<file path="src/rtl/sym_balance_pkg.sv">
package sym_balance_pkg;
  typedef struct packed {
    logic known;
    logic pos;
  } rd_t;

  localparam logic [9:0] COMMA_NEG = 10'b0011111010;
  localparam logic [9:0] COMMA_POS = 10'b1100000101;
endpackage

</file>
<file path="src/rtl/subblk_disp.sv">
module subblk_disp
  import sym_balance_pkg::*;
#(
  parameter int W = 6
) (
  input  logic [W-1:0] bits,
  input  rd_t          rd_in,
  output rd_t          rd_out,
  output logic         bad,
  output logic [$clog2(W+1)-1:0] ones
);
  localparam int CW = $clog2(W+1);
  localparam logic [CW-1:0] HALF    = CW'(W / 2);
  localparam logic [CW-1:0] HALF_P1 = CW'(W / 2 + 1);
  localparam logic [CW-1:0] HALF_M1 = CW'(W / 2 - 1);
  localparam logic [W-1:0]  POS_PAT = W'((1 << (W / 2)) - 1);
  localparam logic [W-1:0]  NEG_PAT = ~POS_PAT;

  logic heavy, light, too_heavy, too_light, same_sign;

  always_comb begin
    ones = '0;
    for (int i = 0; i < W; i++) ones = ones + CW'(bits[i]);
  end

  assign heavy     = ones > HALF;
  assign light     = ones < HALF;
  assign too_heavy = ones > HALF_P1;
  assign too_light = ones < HALF_M1;
  assign same_sign = rd_in.known && ((heavy && rd_in.pos) || (light && !rd_in.pos));
  assign bad       = too_heavy || too_light || same_sign;

  always_comb begin
    rd_out = rd_in;
    if (heavy || bits == POS_PAT) begin
      rd_out.known = 1'b1;
      rd_out.pos   = 1'b1;
    end else if (light || bits == NEG_PAT) begin
      rd_out.known = 1'b1;
      rd_out.pos   = 1'b0;
    end
  end
endmodule

</file>
<file path="src/rtl/run_track.sv">
module run_track #(
  parameter int SYM_W   = 10,
  parameter int MAX_RUN = 5,
  parameter int RW      = $clog2(MAX_RUN + 2)
) (
  input  logic [SYM_W-1:0] sym,
  input  logic             last_in,
  input  logic [RW-1:0]    run_in,
  output logic             last_out,
  output logic [RW-1:0]    run_out,
  output logic             over
);
  localparam logic [RW-1:0] SAT   = RW'(MAX_RUN + 1);
  localparam logic [RW-1:0] LIMIT = RW'(MAX_RUN);

  always_comb begin
    logic          l;
    logic [RW-1:0] r;
    l    = last_in;
    r    = run_in;
    over = 1'b0;
    for (int i = SYM_W - 1; i >= 0; i--) begin
      if (r != '0 && sym[i] == l) begin
        if (r < SAT) r = r + 1'b1;
      end else begin
        r = RW'(1);
      end
      l = sym[i];
      if (r > LIMIT) over = 1'b1;
    end
    last_out = l;
    run_out  = r;
  end
endmodule

</file>
<file path="src/rtl/comma_match.sv">
module comma_match
  import sym_balance_pkg::*;
#(
  parameter int SYM_W = 10
) (
  input  logic [SYM_W-1:0] sym,
  output logic             hit
);
  generate
    if (SYM_W == 10) begin : g_ten
      assign hit = (sym == COMMA_NEG) || (sym == COMMA_POS);
    end else begin : g_none
      assign hit = 1'b0;
    end
  endgenerate
endmodule

</file>
<file path="src/rtl/sym_balance_mon.sv">
module sym_balance_mon
  import sym_balance_pkg::*;
#(
  parameter int SYM_W   = 10,
  parameter int HI_W    = 6,
  parameter int MAX_RUN = 5
) (
  input  logic             clk,
  input  logic             rst,
  input  logic             sym_valid,
  input  logic [SYM_W-1:0] sym,
  output logic             disp_err,
  output logic             run_err,
  output logic             comma_det,
  output logic             rd_pos,
  output logic             rd_valid
);
  localparam int LO_W = SYM_W - HI_W;
  localparam int RW   = $clog2(MAX_RUN + 2);
  localparam int SCW  = $clog2(SYM_W + 1);
  localparam logic [SCW-1:0] SYM_HI = SCW'(SYM_W / 2 + 1);
  localparam logic [SCW-1:0] SYM_LO = SCW'(SYM_W / 2 - 1);

  rd_t rd_q, rd_mid, rd_next;
  logic last_q, last_next;
  logic [RW-1:0] run_q, run_next;
  logic bad_hi, bad_lo, bad_sym, run_over, is_comma;
  logic [$clog2(HI_W+1)-1:0] ones_hi;
  logic [$clog2(LO_W+1)-1:0] ones_lo;
  logic [SCW-1:0] ones_all;
  logic disp_err_q, run_err_q, comma_q;

  // leading sub-block is judged first, trailing one uses its result
  subblk_disp #(.W(HI_W)) u_hi (
    .bits(sym[SYM_W-1:LO_W]), .rd_in(rd_q), .rd_out(rd_mid),
    .bad(bad_hi), .ones(ones_hi)
  );

  subblk_disp #(.W(LO_W)) u_lo (
    .bits(sym[LO_W-1:0]), .rd_in(rd_mid), .rd_out(rd_next),
    .bad(bad_lo), .ones(ones_lo)
  );

  assign ones_all = SCW'(ones_hi) + SCW'(ones_lo);
  assign bad_sym  = (ones_all > SYM_HI) || (ones_all < SYM_LO);

  run_track #(.SYM_W(SYM_W), .MAX_RUN(MAX_RUN), .RW(RW)) u_run (
    .sym(sym), .last_in(last_q), .run_in(run_q),
    .last_out(last_next), .run_out(run_next), .over(run_over)
  );

  comma_match #(.SYM_W(SYM_W)) u_comma (
    .sym(sym), .hit(is_comma)
  );

  always_ff @(posedge clk) begin
    if (rst) begin
      rd_q       <= '0;
      last_q     <= 1'b0;
      run_q      <= '0;
      disp_err_q <= 1'b0;
      run_err_q  <= 1'b0;
      comma_q    <= 1'b0;
    end else begin
      disp_err_q <= sym_valid && (bad_hi || bad_lo || bad_sym);
      run_err_q  <= sym_valid && run_over;
      comma_q    <= sym_valid && is_comma;
      if (sym_valid) begin
        rd_q   <= rd_next;
        last_q <= last_next;
        run_q  <= run_next;
      end
    end
  end

  assign disp_err  = disp_err_q;
  assign run_err   = run_err_q;
  assign comma_det = comma_q;
  assign rd_pos    = rd_q.pos;
  assign rd_valid  = rd_q.known;


  flags_idle_chk: assert property (@(posedge clk) disable iff (rst)
    !sym_valid |=> (!disp_err && !run_err && !comma_det));


  rd_hold_chk: assert property (@(posedge clk) disable iff (rst)
    !sym_valid |=> ($stable(rd_pos) && $stable(rd_valid)));


  rd_keep_chk: assert property (@(posedge clk) disable iff (rst)
    rd_valid |=> rd_valid);


  comma_code_chk: assert property (@(posedge clk) disable iff (rst)
    comma_det |-> ($past(sym) == COMMA_NEG || $past(sym) == COMMA_POS));


  run_range_chk: assert property (@(posedge clk) disable iff (rst)
    sym_valid |=> (run_q != '0 && run_q <= RW'(MAX_RUN + 1)));
endmodule

</file>
<file path="config.mk">
export PLATFORM = sky130hd
export DESIGN_NAME = sym_balance_mon
export DESIGN_NICKNAME = d
export VERILOG_FILES = /design/src/rtl/sym_balance_pkg.sv /design/src/rtl/subblk_disp.sv /design/src/rtl/run_track.sv /design/src/rtl/comma_match.sv /design/src/rtl/sym_balance_mon.sv
export SDC_FILE = /design/constraint.sdc
export NUM_CORES = 1
export LEC_CHECK = 0
export ABC_AREA = 1
export BUFFER_PORTS_ARGS = -buffer_cell sky130_fd_sc_hd__buf_2
export CORE_UTILIZATION = 35
export DETAILED_ROUTE_END_ITERATION = 10
export PLACE_DENSITY = 0.54
export SETUP_SLACK_MARGIN = 0.15
export SLEW_MARGIN = 10
export SYNTH_ARGS = -nofsm -noshare
export SYNTH_HDL_FRONTEND = slang
export SYNTH_SLANG_ARGS = --single-unit
</file>
<file path="constraint.sdc">
create_clock -name clk -period 9.1 [get_ports clk]
set_input_delay 1.82 -clock clk [delete_from_list [all_inputs] [get_ports clk]]
set_output_delay 1.82 -clock clk [all_outputs]
set_load 0.02 [all_outputs]
</file>
==> results of run 1 <==
metrics by stage:
step           hold slack (ns)  worst slack (ns)  instance area, um^2  util, %  cells
2_1_floorplan            0.511              2.26                 2260        -    341
3_3_place_gp             0.528              1.65                 2440     40.2    432
3_5_place_dp             0.520              1.64                 2440     40.2    432
4_1_cts                  0.529              1.86                 2480     41.0    436
5_1_grt                  0.580              1.37                 2480     41.0    436
6_report                 0.531              1.90                 2480     41.0    436
routing by layer:
metal	GRT usage (%)	vias up	wire length (um)
li1	-	1125	-
met1	19.8	883	2450
met2	26.6	19	2150
met3	1.65	0	96
met4	0.526	0	0
met5	0	-	0
worst paths after layout:
path / slack, ns / cells past startpoint / start / end
hold reg to reg: 0.53 / 2 / rd_pos / rd_pos
setup reg to reg: 2.99 / 45 / run_q[1] / run_err
setup / recovery: 1.90 / 47 / sym[9] / run_err
hold / removal: 0.53 / 2 / rd_pos / rd_pos
where the power goes:
part	leakage, nW	internal [mW]	switching [mW]	total, mW
sequential	0.0745	0.0460	0.00495	0.0510
clock	0.0228	0.0304	0.0145	0.0449
combinational	1.23	0.176	0.342	0.518
cells in the final DEF, fill, tap and decap left out, types with 2 or more instances in the layout:
master	netlist	routed
nand2_1	67	67
inv_1	61	61
ha_1	33	33
nand3_1	26	26
nand2_2	20	20
buf_2	0	17
nor2_1	14	14
inv_2	12	12
a21oi_1	12	12
nor2_2	11	11
o21ai_1	9	9
o21ai_0	9	9
dfxtp_1	9	9
nand3_2	8	8
nand4_1	7	7
nor2_4	7	7
fa_1	5	5
nand2_4	4	4
a21oi_2	4	4
xnor2_1	3	3
clkbuf_8	0	3
nor2_8	2	2
a21oi_4	2	2
o21ai_2	2	2
a211oi_1	2	2
registers in the layout (all words and copies together) (netlist names):
signal,cells
run_q,3
run_err,1
rd_pos,1
last_q,1
comma_det,1
rd_valid,1
disp_err,1
cell families (layout without fill, tap and decap cells):
family / Yosys count / after routing / synth area share, %
compound gates: 47 / 47 / 13.9
xor+xnor: 4 / 4 / 1.55
fa+ha+maj: 38 / 38 / 22.7
buf+inv: 74 / 94 / 12.3
flops: 9 / 9 / 7.96
mux: 1 / 1 / 0.497
simple gates: 168 / 168 / 41.1
worst max-delay path: cells and delay by family:
family,cells,cell delay [ns]
AOI/OAI and AO/OA,2,0.21
buffers and inverters,13,0.87
adders and majority gates,8,2.13
and+or+nand+nor,24,2.30
area by class of cell:
class / count / area share [%]
inverters: 73 / 11.0
repair buffers: 17 / 3.43
flip-flops and latches: 9 / 7.25
clock buffers: 4 / 1.81
multi-input cells: 258 / 72.7
well taps: 75 / 3.78
==> results.txt, run 1 <==
----------------------------------------------------
[Setup path]
  Most frequent cell on the critical path ... inv_1
  Maximum fanout along the worst path ... 5
  Critical Path AT ... 7.36 ns
  Largest stage delay, worst path ... between 0.3 and 0.4 ns
  Crit Path Class ... in -> reg
  Cell with the largest stage delay on the worst path ... ha_1
  Critical Path RT ... about 9.3 ns
  Endpoint class of the critical path ... flip-flop
  Type of origin of the critical path ... primary input

[Clock network]
  Clock slew at the register clock pins of the worst setup and hold paths ... 0.04 ns
  Setup bufs post-CTS ... 0
  Hold-fix buffers, CTS ... 0
  CTS sink count ... 9
  Cts repair resizes ... 0
  TritonCTS clock tree ... yes
  Clock network latency to the later pin of the worst-skew pair ... ~0.23 ns
  Maximum clock path buffer count ... 2
  Clock buffer count from CTS ... 3
  H-tree depth ... 1
  Root buffer cell ... clkbuf_8

[Yosys]
  Synth Area per Inst ... about 6.6 um^2
  Cell types with the largest area share after synthesis ... ha_1 (18%), nand2_1 (11%), inv_1 (10%)
  Number of register bits inferred by synthesis ... 9
  Top cells by count, synth ... nand2_1 (67), inv_1 (61), ha_1 (33), nand3_1 (26), nand2_2 (20)
  Library cell occupying the most area in the post-synthesis netlist ... ha_1
  Sequential cell area fraction in the yosys report ... 7.96%
  Ys async rst share ... 0%
  Cell area after synthesis ... between 2000 and 2500 um^2
  Post-Synthesis Net Count ... just under 400
  Prevailing post-synth register cell ... dfxtp_1
  Distinct cell type count of the synthesized netlist ... 35
  Area share of the leading cell type in the synthesized netlist ... 18.2%
  YS warnings ... 0
  Syn Inst Count ... ~340
  Most instantiated library cell after synthesis ... nand2_1
  EDFF count, synth ... 0

[Routing]
  Antenna-violating nets left ... 0
  Drt first-iter violations ... 34
  Wire per inst ... approximately 11 um
  Sum of routed wire length over all layers ... 4700 um
  Post-DR vias/cell ... 4.65
  Number of remaining DRC errors ... 0
  Total via count in the routed design ... 2027
  1st-pass router iterations ... 4

[Layout]
  Multi-input gate area ... 1810 um^2
  Final Net Count ... ~410
  Filler Cells Inserted ... 666
  Storage cell area ... 180 um^2
  Relative area change from synthesis to final layout ... 9.73%
  Number of antenna cells inserted ... 0
  Share of final-layout standard cells stronger than drive strength 1 ... 26.0%

[STA]
  Unrepaired setup endpoints after global routing ... no
  Final setup violating endpoints ... 0
  Final-report hold violation count ... 0
  Number of max-slew violations in the final report ... 0
  Fraction of the cycle the final worst path needs ... 79.1%
  Highest Clock Rate ... between 0.1 and 0.15 GHz
  Clock skew ... 0.000145 ns
  Slew at the pin with the worst max-slew slack ... roughly 0.32 ns
  Setup tns final ... 0 ns
  Final critical-path required period ... 7.20 ns
  Tightest slew margin relative to the limit ... approximately four fifths

[Global routing]
  Via count of the first global-routing pass ... 1870
  Antenna violations before repair ... 0
  Global-route wire length before repair ... 8040 um
  Pin count of the biggest net entering global routing ... 11
  Leftover overflow at the end of global routing ... 0
  Overall track demand over capacity in global routing ... approximately 15%

[Outcome]
  Result of the run ... completed

[Worst hold path]
  Hold WC Path Type ... reg -> reg

[Die]
  Initial standard-cell utilization of the core ... between 30% and 40%
  Die span in y ... between 80 and 90 um
  I/O pin count ... 18
  Cell Rows ... 28
  Placeable core region ... 6060 um^2
  Die width ... 82.4 um
  Die Outline Area ... 6790 um^2

[Run]
  Count of maximum capacitance violations ... 0

[Power]
  Pwr per Cell Area ... 247 nW/um^2
  Leakage ... 1.33 nW
  Highest ir drop seen on vdd ... 118 uV
  Sum of internal, switching and leakage power ... a little over 0.6 mW

[Placement]
  Number of port buffers ... 17
  Dpl hpwl ... 4170 um
  Placer Congestion ... 0.806

----------------------------------------------------
Power figures use the tool's default switching activity.
==> run 2, diff against run 1 <==
- clock period: 9.1 -> 6.95 ns (I/O delays scaled with it)
==> run 2 against run 1 <==
Effect of this change:
- clock power increased by 36%
- sequential cell count stayed put
- routed wire length increased by 5.0%
- cell count up 2.3%
- global-route usage up 0.65 points
- sequential share of layout area fell by 0.46 points
- utilization up 2.8 points
- worst hold slack got worse by 0.015 ns
- sequential power grew 30%
- non-clock buffer count is 10 higher
- final area grew 6.8%
- critical path type unchanged
- largest cell class unchanged
- highest routed layer is now met4
==> results.txt, run 2 (synthesized netlist as in run 1, its figures left out) <==
----------------------------------------------------
[Layout]
  Leading cell type in the layout, fill and taps excluded ... nand2_1
  Relative area change from synthesis to final layout ... 17.1%
  Post-layout instance count excluding filler cells ... 446
  Most frequent cells in the layout ... nand2_1 (61), inv_1 (58), ha_1 (31)
  Filler Cells Inserted ... 657
  Register with the most flip-flops ... run_q
  Final Net Count ... 423
  Post-route design area ... between 2000 and 3000 um^2
  Post-layout util ... 43.7%
  Multi-input gate area ... 1900 um^2
  Number of antenna cells inserted ... 0
  Number of flip-flops under the largest register name ... 3
  Share of final-layout standard cells stronger than drive strength 1 ... 33.7%
  Storage cell area ... 180 um^2

[STA]
  Smallest hold slack ... 0.515 ns
  Final critical-path required period ... 6.34 ns
  Unrepaired setup endpoints after global routing ... no
  Highest Clock Rate ... about 0.16 GHz
  Clock skew ... 0.00349 ns
  Setup tns final ... 0 ns
  Final-report hold violation count ... 0
  Fraction of the cycle the final worst path needs ... 91.2%
  Number of max-slew violations in the final report ... 0
  Final WS setup ... about 0.61 ns
  Slew at the pin with the worst max-slew slack ... 0.343 ns
  Final setup violating endpoints ... 0
  Tightest slew margin relative to the limit ... between 70 and 80%

[Die]
  Die width ... 82.4 um
  Cell Rows ... 28
  Initial standard-cell utilization of the core ... 37.3%
  Die Outline Area ... 6790 um^2
  I/O pin count ... 18
  Die span in y ... 82.4 um
  Placeable core region ... 6060 um^2

[Setup path]
  Maximum fanout along the worst path ... 4
  Endpoint class of the critical path ... flip-flop
  Critical Path AT ... 6.50 ns
  Type of origin of the critical path ... primary input
  Crit Path Class ... in -> reg
  Largest stage delay, worst path ... roughly 0.30 ns
  Most frequent cell on the critical path ... inv_1
  Cell with the largest stage delay on the worst path ... ha_1
  Critical Path RT ... 7.11 ns

[Clock network]
  Hold-fix buffers, CTS ... 0
  TritonCTS clock tree ... yes
  Root buffer cell ... clkbuf_8
  Clock slew at the register clock pins of the worst setup and hold paths ... 0.04 ns
  CTS sink count ... 9
  H-tree depth ... 1
  Clock buffer count from CTS ... 3
  Clock network latency to the later pin of the worst-skew pair ... 0.23 ns
  Maximum clock path buffer count ... 2

[Placement]
  Number of port buffers ... 17
  Dpl hpwl ... approximately 4200 um
  Setup slack at placement ... 0.00837 ns
  Placer Congestion ... 0.807
  Placed standard-cell area ... 2450 um^2
  Instance count after placement with tap cells included ... 433

[Global routing]
  Leftover overflow at the end of global routing ... 0
  Antenna violations before repair ... 0
  Global-route wire length before repair ... 8340 um
  Overall track demand over capacity in global routing ... 15.5%
  Pin count of the biggest net entering global routing ... 11
  Via count of the first global-routing pass ... 1972

[Routing]
  Post-DR vias/cell ... 4.76
  Wire per inst ... 11.1 um
  Antenna-violating nets left ... 0
  Sum of routed wire length over all layers ... 4940 um
  Drt first-iter violations ... 73
  Total via count in the routed design ... around 2100
  1st-pass router iterations ... 4
  Number of remaining DRC errors ... 0

[Worst hold path]
  Hold WC Path Type ... reg -> reg

[Power]
  Pwr per Cell Area ... around 340 nW/um^2
  Sum of internal, switching and leakage power ... 0.900 mW
  Leakage ... 1.39 nW
  Highest ir drop seen on vdd ... 145 uV

[Run]
  Count of maximum capacitance violations ... 0

[Outcome]
  Result of the run ... completed

----------------------------------------------------
[run 2: changes by cell type in the layout (fill, tap and decap cells not counted), sizes merged]
cell,before,now
buf,17,27
[run 2: worst max-delay path: cells and delay by family]
kind,cells,cell delay [ns]
compound gates,3,0.34
buf+inv,14,0.91
fa+ha+maj,9,2.41
simple gates,18,1.44
[run 2: what timing repair did]
| action | CTS | global route |
|---|---|---|
| setup buffers | 0 | 9 |
| setup endpoints to repair | 0 | 4 |
| resized for setup | 0 | 25 |
[run 2: power breakdown]
group	leakage, nW	total [mW]	internal (mW)	switching (mW)
combinational	1.29	0.772	0.282	0.490
sequential	0.0745	0.0664	0.0602	0.00627
clock	0.0228	0.0612	0.0400	0.0212
total	1.39	0.900	0.382	0.518
[run 2: area by class of cell]
cell class,instances,area share [%]
Multi-Input combinational cell,258,71.6
Inverter,73,10.3
Sequential cell,9,6.80
Timing Repair Buffer,27,6.04
Tap cell,75,3.54
Clock buffer,4,1.70
[run 2: layer usage]
layer | vias to the layer above | track usage [%] | share of wire (%)
li1 | 1147 | - | -
met1 | 949 | 19.7 | 50
met2 | 24 | 28.8 | 48
met3 | 4 | 0.659 | 1.8
met4 | 0 | 2.63 | 0.59
met5 | - | 0 | 0
[run 2: final timing paths]
check | depth (start not counted) | slack [ns] | start | endpoint
worst max-delay path | 44 | 0.61 | sym[9] | run_err
worst min-delay path | 2 | 0.52 | rd_pos | rd_pos
worst max register to register | 44 | 1.14 | run_q[1] | run_err
worst min register to register | 2 | 0.52 | rd_pos | rd_pos
